File: src/rtl/rosg_pkg.sv
// Shared constants and types for the oscillator sensor grid.
// Assumes every ring modulus fits in MAX_MOD and that the moduli are pairwise coprime.
package rosg_pkg;

    localparam int unsigned MAX_MOD = 15;
    localparam int unsigned IDX_W   = $clog2(MAX_MOD + 1);

    // Ring length for residue lane k (pairwise coprime set).
    function automatic int unsigned ring_mod(input int unsigned k);
        case (k)
            0:       return 7;
            1:       return 11;
            2:       return 13;
            default: return 15;
        endcase
    endfunction

    typedef enum logic [2:0] {
        ST_IDLE,
        ST_CLEAR,
        ST_COUNT,
        ST_FREEZE,
        ST_READOUT
    } seq_state_t;

endpackage

File: src/rtl/rosg_sync_edge.sv
// Brings one asynchronous oscillator line into the clock domain and flags its rising edges.
// Assumes the oscillator stays high and low for at least two clock cycles each.
module rosg_sync_edge (
    input  logic clk,
    input  logic rst_n,
    input  logic async_i,
    output logic rise_o
);

    logic meta_q;
    logic stab_q;
    logic prev_q;

    // Two-flop synchronizer followed by a history flop for edge detection.
    always_ff @(posedge clk) begin
        if (!rst_n) begin
            meta_q <= 1'b0;
            stab_q <= 1'b0;
            prev_q <= 1'b0;
        end else begin
            meta_q <= async_i;
            stab_q <= meta_q;
            prev_q <= stab_q;
        end
    end

    assign rise_o = stab_q & ~prev_q;

endmodule

File: src/rtl/rosg_onehot_ring.sv
// One-hot rotating ring of length MOD; its position is the edge count modulo MOD.
// Assumes MOD fits in IDX_W bits when encoded.
module rosg_onehot_ring #(
    parameter int unsigned MOD   = 7,
    parameter int unsigned IDX_W = 4
) (
    input  logic             clk,
    input  logic             rst_n,
    input  logic             clear_i,
    input  logic             step_i,
    output logic [IDX_W-1:0] idx_o
);

    logic [MOD-1:0] ring_q;

    // Rotate the single hot bit upward on each counted edge; clear returns to position 0.
    always_ff @(posedge clk) begin
        if (!rst_n || clear_i) begin
            ring_q <= MOD'(1);
        end else if (step_i) begin
            ring_q <= {ring_q[MOD-2:0], ring_q[MOD-1]};
        end
    end

    // Encode the hot position as a binary index.
    always_comb begin
        idx_o = '0;
        for (int i = 0; i < MOD; i++) begin
            if (ring_q[i]) begin
                idx_o = idx_o | IDX_W'(i);
            end
        end
    end

endmodule

File: src/rtl/rosg_cell.sv
// One sensor cell: synchronizes its oscillator and advances NUM_RINGS residue rings per edge.
// Assumes count_en_i and clear_i come from the common sequencer.
module rosg_cell
    import rosg_pkg::*;
#(
    parameter int unsigned NUM_RINGS = 4,
    localparam int unsigned RES_W    = NUM_RINGS * IDX_W
) (
    input  logic             clk,
    input  logic             rst_n,
    input  logic             osc_i,
    input  logic             clear_i,
    input  logic             count_en_i,
    output logic [RES_W-1:0] res_o
);

    logic rise;
    logic step;

    rosg_sync_edge sync_i (
        .clk     (clk),
        .rst_n   (rst_n),
        .async_i (osc_i),
        .rise_o  (rise)
    );

    assign step = rise & count_en_i;

    for (genvar k = 0; k < NUM_RINGS; k++) begin : g_ring
        rosg_onehot_ring #(
            .MOD   (ring_mod(k)),
            .IDX_W (IDX_W)
        ) ring_i (
            .clk     (clk),
            .rst_n   (rst_n),
            .clear_i (clear_i),
            .step_i  (step),
            .idx_o   (res_o[k*IDX_W +: IDX_W])
        );
    end

endmodule

File: src/rtl/rosg_ctrl.sv
// Bin sequencer: idle, clear, count for a programmed window, freeze, then readout.
// Assumes start_i is a single-cycle pulse; starts are honoured only in idle or readout.
module rosg_ctrl
    import rosg_pkg::*;
#(
    parameter int unsigned WIN_W = 16
) (
    input  logic             clk,
    input  logic             rst_n,
    input  logic             start_i,
    input  logic [WIN_W-1:0] bin_len_i,
    output logic             clear_o,
    output logic             count_en_o,
    output logic             readout_o
);

    seq_state_t       state_q;
    logic [WIN_W-1:0] win_q;
    logic [WIN_W:0]   win_next;

    assign win_next = {1'b0, win_q} + (WIN_W+1)'(1);

    // Advance the sequencer and time the counting window.
    always_ff @(posedge clk) begin
        if (!rst_n) begin
            state_q <= ST_IDLE;
            win_q   <= '0;
        end else begin
            case (state_q)
                ST_IDLE: begin
                    if (start_i) state_q <= ST_CLEAR;
                end
                ST_CLEAR: begin
                    state_q <= ST_COUNT;
                    win_q   <= '0;
                end
                ST_COUNT: begin
                    if (win_next >= {1'b0, bin_len_i}) state_q <= ST_FREEZE;
                    else                               win_q   <= win_next[WIN_W-1:0];
                end
                ST_FREEZE: begin
                    state_q <= ST_READOUT;
                end
                ST_READOUT: begin
                    if (start_i) state_q <= ST_CLEAR;
                end
                default: state_q <= ST_IDLE;
            endcase
        end
    end

    assign clear_o    = (state_q == ST_CLEAR);
    assign count_en_o = (state_q == ST_COUNT);
    assign readout_o  = (state_q == ST_READOUT);

endmodule

File: src/rtl/rosg_grid.sv
// Grid of NUM_ROWS x NUM_COLS oscillator sensor cells sharing one bin sequencer, with a
// selected-cell readout register on a valid/ready handshake.
// Assumes the host rebuilds counts from residues; cell index = row*NUM_COLS + column.
module rosg_grid
    import rosg_pkg::*;
#(
    parameter int unsigned NUM_ROWS  = 4,
    parameter int unsigned NUM_COLS  = 5,
    parameter int unsigned NUM_RINGS = 4,
    parameter int unsigned WIN_W     = 16
) (
    input  logic                                     clk,
    input  logic                                     rst_n,
    input  logic                                     start_i,
    input  logic [WIN_W-1:0]                         bin_len_i,
    input  logic [NUM_ROWS*NUM_COLS-1:0]             osc_i,
    input  logic [$clog2(NUM_ROWS*NUM_COLS)-1:0]     rd_sel_i,
    input  logic                                     rd_req_i,
    input  logic                                     rd_ready_i,
    output logic                                     rd_valid_o,
    output logic [NUM_RINGS*IDX_W-1:0]               rd_res_o,
    output logic [$clog2(NUM_ROWS*NUM_COLS)-1:0]     rd_cell_o,
    output logic                                     bin_ready_o
);

    localparam int unsigned CELLS = NUM_ROWS * NUM_COLS;
    localparam int unsigned SEL_W = $clog2(CELLS);
    localparam int unsigned RES_W = NUM_RINGS * IDX_W;

    logic                   clear;
    logic                   count_en;
    logic                   readout;
    logic [CELLS*RES_W-1:0] res_flat;
    logic [RES_W-1:0]       picked;
    logic                   sel_ok;
    logic                   hold;

    rosg_ctrl #(
        .WIN_W (WIN_W)
    ) ctrl_i (
        .clk        (clk),
        .rst_n      (rst_n),
        .start_i    (start_i),
        .bin_len_i  (bin_len_i),
        .clear_o    (clear),
        .count_en_o (count_en),
        .readout_o  (readout)
    );

    for (genvar r = 0; r < NUM_ROWS; r++) begin : g_row
        for (genvar c = 0; c < NUM_COLS; c++) begin : g_col
            rosg_cell #(
                .NUM_RINGS (NUM_RINGS)
            ) cell_i (
                .clk        (clk),
                .rst_n      (rst_n),
                .osc_i      (osc_i[r*NUM_COLS + c]),
                .clear_i    (clear),
                .count_en_i (count_en),
                .res_o      (res_flat[(r*NUM_COLS + c)*RES_W +: RES_W])
            );
        end
    end

    // Select the residues of the requested cell.
    always_comb begin
        picked = '0;
        for (int i = 0; i < CELLS; i++) begin
            if (rd_sel_i == SEL_W'(i)) picked = res_flat[i*RES_W +: RES_W];
        end
    end

    assign sel_ok = ({1'b0, rd_sel_i} < (SEL_W+1)'(CELLS));
    assign hold   = rd_valid_o & ~rd_ready_i;

    // Readout register: capture on an in-range request, hold under backpressure.
    always_ff @(posedge clk) begin
        if (!rst_n) begin
            rd_valid_o <= 1'b0;
            rd_res_o   <= '0;
            rd_cell_o  <= '0;
        end else if (!readout || start_i) begin
            rd_valid_o <= 1'b0;
        end else if (!hold) begin
            rd_valid_o <= rd_req_i & sel_ok;
            if (rd_req_i && sel_ok) begin
                rd_res_o  <= picked;
                rd_cell_o <= rd_sel_i;
            end
        end
    end

    assign bin_ready_o = readout;

endmodule

File: config.mk
export PLATFORM = sky130hd
export DESIGN_NAME = rosg_grid
export DESIGN_NICKNAME = d
export VERILOG_FILES = /design/src/rtl/rosg_pkg.sv /design/src/rtl/rosg_sync_edge.sv /design/src/rtl/rosg_onehot_ring.sv /design/src/rtl/rosg_cell.sv /design/src/rtl/rosg_ctrl.sv /design/src/rtl/rosg_grid.sv
export SDC_FILE = /design/constraint.sdc
export NUM_CORES = 2
export LEC_CHECK = 0
export BUFFER_PORTS_ARGS = -buffer_cell sky130_fd_sc_hd__buf_2
export CORE_MARGIN = 1
export CORE_UTILIZATION = 49
export DETAILED_ROUTE_END_ITERATION = 10
export PLACE_DENSITY = 0.63
export REMOVE_ABC_BUFFERS = 1
export SLEW_MARGIN = 15
export SYNTH_ARGS = -nofsm -noshare
export SYNTH_HDL_FRONTEND = slang
export SYNTH_SLANG_ARGS = --single-unit
File: constraint.sdc
create_clock -name clk -period 9.38 [get_ports clk]
set_input_delay 0 -clock clk [delete_from_list [all_inputs] [get_ports clk]]
set_output_delay 0 -clock clk [all_outputs]
set_load 0.005 [all_outputs]
=== Word-level counts from Yosys, hierarchy flattened ===
Index checks and enable logic that the tools add are counted.

* Add/sub/neg operators: 1
* $lt $le $gt $ge: 2
* Eq/ne operators: 26
* Multiplexer cells: 865
* Bitwise logic cells: 66
* Reductions and logical operators: 13

{| class="wikitable"
|+ Operators with widths
! cell !! count
|-
| $mux W4 || 300
|-
| $mux W3 || 302
|-
| $mux W16 || 21
|-
| $mux W2 || 160
|-
| $mux W1 || 80
|-
| $and A1 B1 Y1 || 42
|-
| $eq A5 B4 Y1 const B || 8
|-
| $pmux W16 S2 || 1
|-
| $not A1 Y1 || 24
|-
| $eq A5 B3 Y1 const B || 4
|-
| $eq A5 B5 Y1 const B || 4
|-
| $add A16 B1 Y17 const B || 1
|-
| $ge A17 B16 Y1 || 1
|-
| $pmux W3 S4 || 1
|-
| $eq A5 B2 Y1 const B || 2
|-
| $eq A3 B2 Y1 const B || 2
|-
| $eq A5 B1 Y1 const B || 1
|-
| $logic_not A5 Y1 || 1
|-
| $lt A5 B5 Y1 const B || 1
|-
| $ne A2 B2 Y1 const B || 2
|-
| $reduce_and A2 Y1 || 2
|-
| $reduce_or A2 Y1 || 2
|-
| $eq A3 B1 Y1 const B || 1
|-
| $eq A3 B3 Y1 const B || 1
|-
| 7 further kinds || 9
|}

* Register bits: 1021
* Input bits: 46
* Output and inout bits: 23
* Logic and storage cells: 1118

=== Logic depth before layout (Yosys ltp) ===
* Depth after elaboration: 34
* Depth in mapped cells: 17

=== Cells and area by module ===
A second synthesis with hierarchy kept.

* Cell total of the unflattened synthesis: 4663
* Area, all modules: 45109.5 µm²

{| class="wikitable"
|+ By module, submodules not included
! module !! times used !! cells an instance !! area each (µm²) !! sequential area each (µm²)
|-
| rosg_onehot_ring at g_row[0].g_col[0].cell_i.g_ring[3].ring_i ... || 20 || 61 || 610.6 || 300.3
|-
| rosg_onehot_ring at g_row[0].g_col[0].cell_i.g_ring[2].ring_i ... || 20 || 54 || 530.5 || 260.2
|-
| rosg_onehot_ring at g_row[0].g_col[0].cell_i.g_ring[1].ring_i ... || 20 || 41 || 425.4 || 220.2
|-
| rosg_onehot_ring at g_row[0].g_col[0].cell_i.g_ring[0].ring_i ... || 20 || 28 || 295.3 || 140.1
|-
| rosg_grid || 1 || 620 || 4225.3 || 440.4
|-
| rosg_sync_edge || 20 || 7 || 92.6 || 60.1
|-
| rosg_ctrl || 1 || 203 || 1671.6 || 380.4
|-
| rosg_cell || 20 || 1 || 6.3 || 0.0
|}

=== Worst setup path after synthesis ===
Ideal clock, no wire load.

* Path type: reg2reg
* Start: register ctrl_i.win_q[0]
* End: register ctrl_i.win_q[10]
* Setup time: 132 ps
* Data arrival time: 3280 ps
* Data required time: 9248 ps
* Slack: 5968 ps
* Stages on the path, launching flop included: 18
* Buffers on the path: 2
* Clock period less this slack: 3412 ps
* Path through: dfxtp_1 -> ha_1 -> and3_1 -> buf_2 -> nand3_2 -> nor2_1 -> and3_1 -> xor2_1 -> ha_1 -> a21o_1 -> a211oi_1 -> o211ai_1 -> a21oi_1 -> o21ai_2 -> and2_2 -> buf_4 -> o21ai_0 -> a21oi_1

* Cells in the longest elaborated chain, start to end: 4
* Elaborated cells on any way between the ends: 6

{| class="wikitable"
|+ Ends and longest elaborated chain
! what !! line !! text
|-
| start: declaration || rosg_ctrl.sv:18 || <nowiki>logic [WIN_W-1:0] win_q;</nowiki>
|-
| start signal: assignment || rosg_ctrl.sv:39 || <nowiki>else win_q <= win_next[WIN_W-1:0];</nowiki>
|-
| $add A16 B1 Y17 * || rosg_ctrl.sv:21 || <nowiki>assign win_next = {1'b0, win_q} + (WIN_W+1)'(1);</nowiki>
|-
| $ge A17 B16 Y1 || rosg_ctrl.sv:38 || <nowiki>if (win_next >= {1'b0, bin_len_i}) state_q <= ST_FREEZE;</nowiki>
|-
| $ne A2 B2 Y1 (no line) || - ||
|-
| $reduce_and A2 Y1 (no line) || - ||
|}

Every way passes the cells marked *; elsewhere a longest branch is shown, timed or not. The select of a mux whose other input is x is not followed.
A chain may end at the register's enable or synchronous reset.

=== Final worst setup path ===
Ends and elaborated chain as after synthesis.

==> summary.txt <==
Status
  • Status: finished clean

Critical path
  • Startpoint types: flip-flop
  • CP max FO: 16
  • R2R cell count: 15
  • Crit path max-delay cell type: dfxtp_1
  • CP max stage delay: 410 ps
  • WP depth: 15
  • Kind of critical path: reg2reg
  • Delay-heaviest family, CP: compound AO/OA/AOI/OAI gates
  • Critical-path cell list: ha_1 -> and3_1 -> nand3_2 -> nor2_1 -> and3_1 -> xor2_1 -> ha_1 -> a21o_1 -> a211oi_1 -> o211ai_1 -> a21oi_1 -> o21ai_2 -> and2_2 -> o21ai_0 -> a21oi_1
  • Worst path required time: 9900 ps
  • Worst path bufs/invs: 0
  • Critical path arrival: 4400 ps
  • CP Capture Type: flip-flop

CTS
  • Worst skew pair latency: 680 ps
  • Root Driver: clkbuf_16
  • TritonCTS clock tree: built
  • Setup Fix Bufs, Post-CTS: 0
  • Cts repair resizes: 0
  • Clock-pin slew on the worst setup and hold paths: 60 ps
  • CTS Hold Bufs: 36
  • Clk sinks: 1,020
  • Clock Tree Buf Depth: 3
  • H-tree Lvls: 3
  • CTS buffer count: 106

Global route
  • Grt ovf: 0
  • Vias in the first global route: 32,800
  • GRT Overall Usage: 27.5%
  • Initial antenna violation count: 6
  • First-pass GRT wire length: 188 mm
  • Pin count of the biggest net entering global routing: 237

Placement
  • Placer Congestion: 0.922
  • HPWL Detailed: 77.1 mm
  • PortBufs: 67
  • Placed Cells: 6,220

Die
  • Site Rows: 105
  • IO Pins: 69
  • Die footprint: 0.0842 mm2
  • Core Area: 0.0821 mm2
  • Die width: 290 um
  • Chip Height: 290 um
  • Initial Utilization: 49.5%

Cells and area
  • Area Growth Syn to Fin: 12.0%
  • Leading cell type in the layout, fill and taps excluded: nand2_1
  • Commonest non-fill, non-tap cells in the layout: nand2_1, dfxtp_1, a21oi_1
  • Fin cells: 6,451
  • Layout cells sized above 1: 6.45%
  • Layout Nets: 5,357

Hold path
  • WHS Path Cells: 3
  • Worst Hold Class: in2reg

Synth
  • Unique masters post-synth: 72
  • Post-synth EDFFs: 0
  • Ys Warns: 0
  • Mean Syn Cell Area: 7.55 um2
  • Post-Syn Area: 0.0407 mm2
  • Synthesized instance count: 5,385
  • Post-synthesis sequential area ratio: 50.2%
  • Top FF cell, synth: dfxtp_1
  • Seq cells post-synth: 1,020
  • Post-synth ARST share: 0%

Power
  • Seq pwr share: 47.7%
  • Net switching power: 2.13 mW
  • Leakage: 15.5 nW
  • Switching share of total power: 23.3%
  • Clk pwr share: 47.3%
  • Pwr/cell area: 201 mW/mm2
  • P_int: 7.03 mW
  • Combinational power share: 5.0%
  • Tot Pwr: 9.17 mW
  • Max VDD drop: 169 uV

Detailed routing
  • Total vias in the final route: 36,700
  • Post-DR wirelength/cell: 18.5 um
  • Post-DRT Antenna Nets: 0
  • # DRC: 0
  • Final Routed Wirelength: 119 mm
  • Vias per Instance: 5.69
  • First-pass DRT Iterations: 6
  • DRT iter0 DRCs: 4,016

STA
  • Slew headroom: 15.3%
  • Pins over their slew limit: 0
  • Final hold violation count: 0
  • Max Freq: 258 MHz
  • Final setup fails: 0
  • Skew final: 27.7 ps
  • Crit path time final: 3880 ps
  • Fin crit share: 41.4%
  • RSZ-0062 raised after global routing: no
  • Worst-Margin Slew: 1270 ps

Job
  • Max-cap violation count: 0
cell type report:
class | count | area (um2)
Antenna cell | 1 | 2.50
Clock buffer | 157 | 3140
Clock inverter | 37 | 468
Fill cell | 7756 | 36600
Inverter | 20 | 75.1
Multi-Input combinational cell | 3982 | 18900
Sequential cell | 1020 | 20400
Tap cell | 1070 | 1340
Timing Repair Buffer | 164 | 1190
Yosys cell counts, drive strengths merged, types with 26 or more instances:
cell	n	share of area [%]
clkbuf	300	2.8
a21oi	968	12
nor4	157	2.5
nor3b	26	0.54
nand3	126	1.6
or4	73	1.3
nand2	1909	18
dfxtp	1020	50
nor3	159	2.0
and2	65	1.0
nor2	137	1.3
a31oi	28	0.43
o21ai	78	0.97
buf	63	0.69
nand3b	30	0.55
logic make-up (layout without fill, tap and decap cells):
group,after synthesis,count (layout),share of synthesized area [%]
buffers and inverters,383,378,3.64
XOR/XNOR,15,15,0.323
AO/OA/AOI/OAI,1201,1201,15.8
other,1,2,0.00922
adder cells (fa/ha/maj),17,17,0.523
flip-flops,1020,1020,50.2
multiplexers,1,1,0.0246
AND/OR/NAND/NOR,2747,2747,29.5
metal layers:
layer	part of all wire, %	up-vias	global-route usage [%]
li1	-	18100	-
met1	46	17300	40.2
met2	44	1078	41.6
met3	6.3	209	3.66
met4	3.1	6	9.28
met5	0.033	-	0
worst reg2reg max path, cell delays in order, from the launching register on:
cell	delay, ps
dfxtp_1	410
ha_1	250
and3_1	280
nand3_2	160
nor2_1	260
and3_1	260
xor2_1	170
ha_1	260
a21o_1	160
a211oi_1	310
o211ai_1	150
a21oi_1	240
o21ai_2	190
and2_2	350
o21ai_0	210
a21oi_1	90
power by group through the flow:
stage               Clock, mW  Combinational [mW]  Sequential (mW)
floorplan                   0               0.259             4.47
global placement            0               0.439             4.47
detailed placement          0               0.439             4.47
CTS                      4.40               0.452             4.38
global route             4.58               0.489             4.38
finish                   4.34               0.456             4.38
through the flow:
step | utilization (%) | cell area, um2 | worst slack, ps | hold WS [ps] | TNS (ps)
2_1_floorplan | - | 39300 | -4500 | 122 | -3776500
3_3_place_gp | 50.6 | 41600 | 5620 | 207 | 0
3_5_place_dp | 50.6 | 41600 | 5530 | 208 | 0
4_1_cts | 55.4 | 45500 | 5500 | 43.0 | 0
5_1_grt | 55.5 | 45500 | 5100 | 80.3 | 0
6_report | 55.5 | 45500 | 5500 | 73.0 | 0
sequential cells by signal, summed over array words and instances (netlist names):
| register | cells |
|---|---|
| ctrl_i.state_q | 3 |
| ctrl_i.win_q | 16 |
| g_row.g_col.cell_i.g_ring.ring_i.ring_q | 920 |
| g_row.g_col.cell_i.sync_i.meta_q | 20 |
| g_row.g_col.cell_i.sync_i.prev_q | 20 |
| g_row.g_col.cell_i.sync_i.stab_q | 20 |
| rd_cell_o | 5 |
| rd_res_o | 15 |
| rd_valid_o | 1 |
path summary, 6_finish.rpt:
| kind | start | endpoint | slack [ps] |
|---|---|---|---|
| setup / recovery | ctrl_i.win_q[0] | ctrl_i.win_q[10] | 5500 |
| hold / removal | osc_i[15] | g_row[3].g_col[0].cell_i.sync_i.meta_q | 70 |
| setup reg to reg | ctrl_i.win_q[0] | ctrl_i.win_q[10] | 5500 |
| hold reg to reg | g_row[1].g_col[2].cell_i.sync_i.meta_q | g_row[1].g_col[2].cell_i.sync_i.stab_q | 430 |
Note: power is estimated with default switching activity, not from simulation.
